<file path="src/rtl/apb_wait_pkg.sv">
package apb_wait_pkg;

    typedef enum logic [1:0] {
        S_IDLE   = 2'd0,
        S_MAP_RD = 2'd1,
        S_MAP_WR = 2'd2,
        S_UNMAP  = 2'd3
    } acc_state_e;

endpackage

</file>
<file path="src/rtl/apb_wait_counter.sv">
module apb_wait_counter #(
    parameter int unsigned WAIT_INIT = 3,
    parameter int unsigned CNT_W     = 2
) (
    input  logic clk,
    input  logic rst_n,
    input  logic psel,
    input  logic penable,
    output logic cnt_zero
);

    logic [CNT_W-1:0] cnt;

    always_ff @(posedge clk or negedge rst_n) begin
        if (!rst_n) begin
            cnt <= '0;
        end else if (psel && !penable) begin
            cnt <= CNT_W'(WAIT_INIT);
        end else if (psel && penable && (cnt != '0)) begin
            cnt <= cnt - CNT_W'(1);
        end
    end

    assign cnt_zero = (cnt == '0);

    a_r2_load_at_setup: assert property (@(posedge clk) disable iff (!rst_n)
        (psel && !penable) |=> (cnt == CNT_W'(WAIT_INIT)));

    a_r3_step_down: assert property (@(posedge clk) disable iff (!rst_n)
        (psel && penable && !cnt_zero) |=> (cnt == $past(cnt) - CNT_W'(1)));

    a_r3_hold_when_idle: assert property (@(posedge clk) disable iff (!rst_n)
        (!psel) |=> $stable(cnt));

endmodule

</file>
<file path="src/rtl/apb_wait_fsm.sv">
module apb_wait_fsm
    import apb_wait_pkg::*;
(
    input  logic clk,
    input  logic rst_n,
    input  logic psel,
    input  logic penable,
    input  logic pwrite,
    input  logic hit,
    input  logic cnt_zero,
    output logic done,
    output logic err,
    output logic wr_en,
    output logic rd_en,
    output logic busy
);

    acc_state_e st, nxt;
    logic       setup, access;

    assign setup  = psel && !penable;
    assign access = psel && penable;

    always_ff @(posedge clk or negedge rst_n) begin
        if (!rst_n) begin
            st <= S_IDLE;
        end else begin
            st <= nxt;
        end
    end

    always_comb begin
        nxt = st;
        if (setup) begin
            if (!hit) begin
                nxt = S_UNMAP;
            end else if (pwrite) begin
                nxt = S_MAP_WR;
            end else begin
                nxt = S_MAP_RD;
            end
        end else begin
            unique case (st)
                S_IDLE:   nxt = S_IDLE;
                S_MAP_RD: if (access && cnt_zero) nxt = S_IDLE;
                S_MAP_WR: if (access && cnt_zero) nxt = S_IDLE;
                S_UNMAP:  if (access) nxt = S_IDLE;
            endcase
        end
    end

    always_comb begin
        done  = 1'b0;
        err   = 1'b0;
        wr_en = 1'b0;
        rd_en = 1'b0;
        busy  = (st != S_IDLE);
        unique case (st)
            S_IDLE: begin
            end
            S_MAP_RD: begin
                done  = access && cnt_zero;
                rd_en = access && cnt_zero;
            end
            S_MAP_WR: begin
                done  = access && cnt_zero;
                wr_en = access && cnt_zero;
            end
            S_UNMAP: begin
                done = access;
                err  = access;
            end
        endcase
    end

    a_r4_requester_holds: assert property (@(posedge clk) disable iff (!rst_n)
        (busy && psel && penable && !done) |=> (psel && penable));

    a_r11_back_to_idle: assert property (@(posedge clk) disable iff (!rst_n)
        done |=> (!busy || $past(setup)));

endmodule

</file>
<file path="src/rtl/apb_wait_regbank.sv">
module apb_wait_regbank #(
    parameter int unsigned DATA_W   = 32,
    parameter int unsigned NUM_REGS = 8,
    parameter int unsigned IDX_W    = 3
) (
    input  logic              clk,
    input  logic              rst_n,
    input  logic              we,
    input  logic [IDX_W-1:0]  idx,
    input  logic [DATA_W-1:0] wdata,
    output logic [DATA_W-1:0] rdata
);

    logic [DATA_W-1:0] regs [NUM_REGS];

    for (genvar g = 0; g < NUM_REGS; g++) begin : g_reg
        always_ff @(posedge clk or negedge rst_n) begin
            if (!rst_n) begin
                regs[g] <= '0;
            end else if (we && (idx == IDX_W'(g))) begin
                regs[g] <= wdata;
            end
        end

        a_r8_untouched_reg: assert property (@(posedge clk) disable iff (!rst_n)
            !(we && (idx == IDX_W'(g))) |=> $stable(regs[g]));

        a_r5_write_lands: assert property (@(posedge clk) disable iff (!rst_n)
            (we && (idx == IDX_W'(g))) |=> (regs[g] == $past(wdata)));
    end

    always_comb begin
        rdata = '0;
        for (int i = 0; i < NUM_REGS; i++) begin
            if (idx == IDX_W'(i)) rdata = regs[i];
        end
    end

endmodule

</file>
<file path="src/rtl/apb_wait_completer.sv">
module apb_wait_completer #(
    parameter int unsigned ADDR_W    = 12,
    parameter int unsigned DATA_W    = 32,
    parameter int unsigned NUM_REGS  = 8,
    parameter int unsigned WAIT_INIT = 3
) (
    input  logic              pclk,
    input  logic              presetn,
    input  logic              psel,
    input  logic              penable,
    input  logic              pwrite,
    input  logic [ADDR_W-1:0] paddr,
    input  logic [DATA_W-1:0] pwdata,
    output logic [DATA_W-1:0] prdata,
    output logic              pready,
    output logic              pslverr
);

    localparam int unsigned IDX_W = (NUM_REGS > 1) ? $clog2(NUM_REGS) : 1;
    localparam int unsigned CNT_W = (WAIT_INIT > 1) ? $clog2(WAIT_INIT + 1) : 1;
    localparam logic [ADDR_W-3:0] WORDS = (ADDR_W-2)'(NUM_REGS);

    logic              hit, cnt_zero, done, err, wr_en, rd_en, busy;
    logic [IDX_W-1:0]  idx_q;
    logic [DATA_W-1:0] bank_rdata;
    logic              unused_lsb;

    assign unused_lsb = ^paddr[1:0];
    assign hit = (paddr[ADDR_W-1:2] < WORDS);

    always_ff @(posedge pclk or negedge presetn) begin
        if (!presetn) begin
            idx_q <= '0;
        end else if (psel && !penable) begin
            idx_q <= paddr[IDX_W+1:2];
        end
    end

    apb_wait_counter #(
        .WAIT_INIT (WAIT_INIT),
        .CNT_W     (CNT_W)
    ) u_counter (
        .clk      (pclk),
        .rst_n    (presetn),
        .psel     (psel),
        .penable  (penable),
        .cnt_zero (cnt_zero)
    );

    apb_wait_fsm u_fsm (
        .clk      (pclk),
        .rst_n    (presetn),
        .psel     (psel),
        .penable  (penable),
        .pwrite   (pwrite),
        .hit      (hit),
        .cnt_zero (cnt_zero),
        .done     (done),
        .err      (err),
        .wr_en    (wr_en),
        .rd_en    (rd_en),
        .busy     (busy)
    );

    apb_wait_regbank #(
        .DATA_W   (DATA_W),
        .NUM_REGS (NUM_REGS),
        .IDX_W    (IDX_W)
    ) u_regbank (
        .clk   (pclk),
        .rst_n (presetn),
        .we    (wr_en),
        .idx   (idx_q),
        .wdata (pwdata),
        .rdata (bank_rdata)
    );

    assign pready  = done;
    assign pslverr = err;
    assign prdata  = rd_en ? bank_rdata : '0;

    a_r4_addr_held: assert property (@(posedge pclk) disable iff (!presetn)
        (busy && psel && penable && !pready) |=> ($stable(paddr) && $stable(pwrite)));

    a_r6_rdata_quiet: assert property (@(posedge pclk) disable iff (!presetn)
        (!pready || pwrite) |-> (prdata == '0));

    a_r7_unmapped_fast: assert property (@(posedge pclk) disable iff (!presetn)
        (psel && !penable && !hit) ##1 (psel && penable) |-> (pready && pslverr));

    a_r8_unmapped_rdata: assert property (@(posedge pclk) disable iff (!presetn)
        pslverr |-> (prdata == '0));

    a_r9_err_only_at_done: assert property (@(posedge pclk) disable iff (!presetn)
        pslverr |-> pready);

    a_r11_ready_pulse: assert property (@(posedge pclk) disable iff (!presetn)
        pready |=> !pready);

    if (WAIT_INIT == 0) begin : g_nowait
        a_r10_no_wait: assert property (@(posedge pclk) disable iff (!presetn)
            (psel && !penable && hit) ##1 (psel && penable) |-> pready);
    end else begin : g_wait
        a_r4_first_cycle_waits: assert property (@(posedge pclk) disable iff (!presetn)
            (psel && !penable && hit) ##1 (psel && penable) |-> !pready);
    end

endmodule

</file>
<file path="config.mk">
export PLATFORM = sky130hd
export DESIGN_NAME = apb_wait_completer
export DESIGN_NICKNAME = d
export VERILOG_FILES = /design/src/rtl/apb_wait_pkg.sv /design/src/rtl/apb_wait_counter.sv /design/src/rtl/apb_wait_fsm.sv /design/src/rtl/apb_wait_regbank.sv /design/src/rtl/apb_wait_completer.sv
export SDC_FILE = /design/constraint.sdc
export NUM_CORES = 1
export LEC_CHECK = 0
export BUFFER_PORTS_ARGS = -buffer_cell sky130_fd_sc_hd__buf_2
export CELL_PAD_IN_SITES_DETAIL_PLACEMENT = 0
export CELL_PAD_IN_SITES_GLOBAL_PLACEMENT = 1
export CORE_MARGIN = 2
export CORE_UTILIZATION = 53
export DETAILED_ROUTE_END_ITERATION = 16
export PLACE_DENSITY_LB_ADDON = 0.1
export SYNTH_ARGS = -nofsm -noshare
export SYNTH_HDL_FRONTEND = slang
export SYNTH_SLANG_ARGS = --single-unit
</file>
<file path="constraint.sdc">
create_clock -name pclk -period 5.3 [get_ports pclk]
set_clock_uncertainty 0.15 [all_clocks]
set_input_delay 0.265 -clock pclk [delete_from_list [all_inputs] [get_ports pclk]]
set_output_delay 0.265 -clock pclk [all_outputs]
set_load 0.005 [all_outputs]
</file>
==> results.sh <==
export IMPL_fp_dieH_um=154
export IMPL_yosys_area_top_type="dfrtp_1"
export IMPL_slew_violations=0
export IMPL_grt_pass1_wl_um=42200
export IMPL_die_w_um=154
export IMPL_cts_path_max_buffers=3
export IMPL_numClockSinks=263
export IMPL_p_leak_nw=6.88
export IMPL_clkSlewWorstSetupHoldPaths_ns=0.06
export IMPL_finalSetupTns_ns=0
export IMPL_vdd_ir_drop_max_mv=0.240
export IMPL_setup_viol=0
export IMPL_diodes=0
export IMPL_dpl_instance_area_mm2=0.0125
export IMPL_async_flop_share_pct=100
export IMPL_min_path_type="input pin to flip-flop"
export IMPL_fin_area_mm2=0.0139
export IMPL_dpl_hpwl_um=15600
export IMPL_cp_endpoint="prdata[22]"
export IMPL_ios=83
export IMPL_ys_flop_type="dfrtp_1"
export IMPL_drcViolationCount=0
export IMPL_grt_pass1_vias=7774
export IMPL_startpoint_type="flip-flop"
export IMPL_syn_inst=768
export IMPL_cts_buffers=28
export IMPL_cts_root_buf="clkbuf_16"
export IMPL_hold_viol_final=0
export IMPL_globalplace_congestion=0.768
export IMPL_worstSetupPathType="flip-flop to output pin"
export IMPL_worstPathRequired_ns=4.89
export IMPL_min_period_ns=3.71
export IMPL_syn_area_mm2=0.0119
export IMPL_cp_arrival_ns=3.29
export IMPL_grt_total_usage_pct=22.7
export IMPL_layout_nets=938
export IMPL_totalWireLength_um=26100
export IMPL_yosysTopAreaCellShare_pct=55.3
export IMPL_rsz0062_at_grt="false"
export IMPL_grt_max_degree=133
export IMPL_postRouteAntennaNets=0
export IMPL_reg2reg_from="idx_q[0]$_DFFE_PN0P_"
export IMPL_worst_pin_slew_ns=1.07
export IMPL_fmax_ghz=0.270
export IMPL_syn_area_per_cell_um2=15.5
export IMPL_num_rows=54
export IMPL_cap_violations=0
export IMPL_synth_edff_count=0
export IMPL_r2r_cells=4
export IMPL_io_buffers=80
export IMPL_drive_above_1_share_pct=50.9
export IMPL_yosysSeqAreaShare_pct=55.3
export IMPL_status="finished, final reports clean"
export IMPL_p_per_area_mw_per_mm2=341
export IMPL_via_count=7014
export IMPL_antenna_found_initial=0
export IMPL_r2r_slack_ns=1.94
export IMPL_initial_utilization_pct=54.2
export IMPL_synth_seq_cells=263
export IMPL_htree_levels=1
export IMPL_grt_overflow=0
export IMPL_whs_ns=0.0575
export IMPL_yosysWarnings=0
export IMPL_area_growth_synth_to_final_pct=16.9
export IMPL_yosys_cell_types_count=32
export IMPL_cp_max_fo=14
export IMPL_clk_latency_ns=0.53
export IMPL_yosysMostFrequentCell="dfrtp_1"
export IMPL_max_slew_margin_pct=28.2
export IMPL_synth_commonest_cells="dfrtp_1, mux2_2, mux4_2, a22o_1, buf_2"
export IMPL_startpoint="u_counter.cnt[0]$_DFFE_PN0P_"
export IMPL_drtIter0Drc=428
export IMPL_syn_nets=822
export IMPL_r2r_end="u_regbank.regs[107]$_DFFE_PN0P_"
export IMPL_cts_tree="yes"
export IMPL_core_area_mm2=0.0220
export IMPL_via_per_inst=5.91
export IMPL_fin_crit_sh_pct=70.0
export IMPL_firstDrtPassIters=4
export IMPL_post_cts_buffers=0
export IMPL_synth_top_cells_by_area="dfrtp_1, mux2_2, mux4_2"
export IMPL_die_area_mm2=0.0237
export IMPL_end_kind="output pin"
export IMPL_wire_per_inst_um=22.0
export IMPL_nFillCells=1610
-- routing by layer --
layer,global-route usage [%],wire [µm],up-vias
met5,0,0,-
met4,5.07,483,0
met3,2.76,717,41
met2,40.3,13400,132
met1,30.3,11500,3723
li1,-,-,3118
-- cells in the final DEF, fill, tap and decap left out, types with 7 or more instances in the layout --
cell type	netlist	layout
a21oi_1	14	14
a22o_1	28	28
buf_2	24	79
buf_4	18	12
clkbuf_16	0	29
clkbuf_8	0	7
clkinv_2	0	9
dfrtp_1	263	261
dlygate4sd3_1	0	42
inv_1	8	8
mux2_2	255	255
mux2i_1	12	12
mux4_2	52	52
nand2_1	8	7
nor2_1	18	13
o21ai_0	17	17
-- registers in the layout (all words and copies together), names as in the netlist --
| register | cells |
|---|---|
| u_regbank.regs | 256 |
| u_fsm.st | 2 |
| u_counter.cnt | 2 |
| idx_q | 3 |
-- critical path: stages, from the launching register on --
cell and delay [ns]:
dfrtp_1 0.36, inv_1 0.09, ha_1 0.28, nand4_1 0.45, nor2_2 0.86, buf_4 0.38, a22o_1 0.21, buf_2 0.12
-- power by group --
group	switching, mW	leakage (nW)	internal (mW)
sequential	0.132	3.64	2.16
combinational	0.207	2.75	0.269
clock	0.774	0.482	1.19
-- stage by stage --
step	cells	worst slack (ns)	power [mW]	utilization, %
5_1_grt	1186	1.40	4.94	63.3
3_3_place_gp	1092	1.86	2.75	57.1
3_5_place_dp	1092	1.85	2.79	57.1
6_report	1186	1.59	4.74	63.3
4_1_cts	1186	1.53	4.80	63.3
2_1_floorplan	768	3.26	2.61	-
-- kinds of logic (layout without fill, tap and decap cells) --
kind of cell | after synthesis | count (layout) | synth area share (%)
adders and majority gates | 5 | 5 | 0.526
buffers and inverters | 58 | 196 | 2.65
muxes | 322 | 322 | 35.3
and+or+nand+nor | 55 | 55 | 2.53
DFF | 263 | 263 | 55.3
AOI/OAI and AO/OA | 65 | 65 | 3.74
-- how the worst min path moves through the flow --
stage | depth (start not counted) | to | from | slack, ns
after floorplan | 0 | idx_q[0]$_DFFE_PN0P_ | presetn | -0.18
after CTS | 4 | u_counter.cnt[1]$_DFFE_PN0P_ | psel | 0.03
final | 4 | u_counter.cnt[1]$_DFFE_PN0P_ | psel | 0.06
after global routing | 3 | u_fsm.st[0]$_DFFE_PN0P_ | psel | 0.07
after global placement | 1 | u_regbank.regs[123]$_DFFE_PN0P_ | presetn | 0.28
after detailed placement | 1 | u_regbank.regs[219]$_DFFE_PN0P_ | presetn | 0.30
-- what timing repair did --
item / 4_1_cts / 5_1_grt
gates resized for setup: 0 / 0
endpoints found under the hold margin: 394 / 0
hold buffers: 42 / 0
-- cell type report --
class	count	area, µm²	share of cell area [%]
multi-input combinational	447	5040	36.3
clock buffer	40	837	6.02
timing repair buffer	135	941	6.77
inverter	9	33.8	0.243
clock inverter	12	116	0.837
tap	280	350	2.52
sequential	263	6590	47.4
Power figures use the tool's default switching activity.
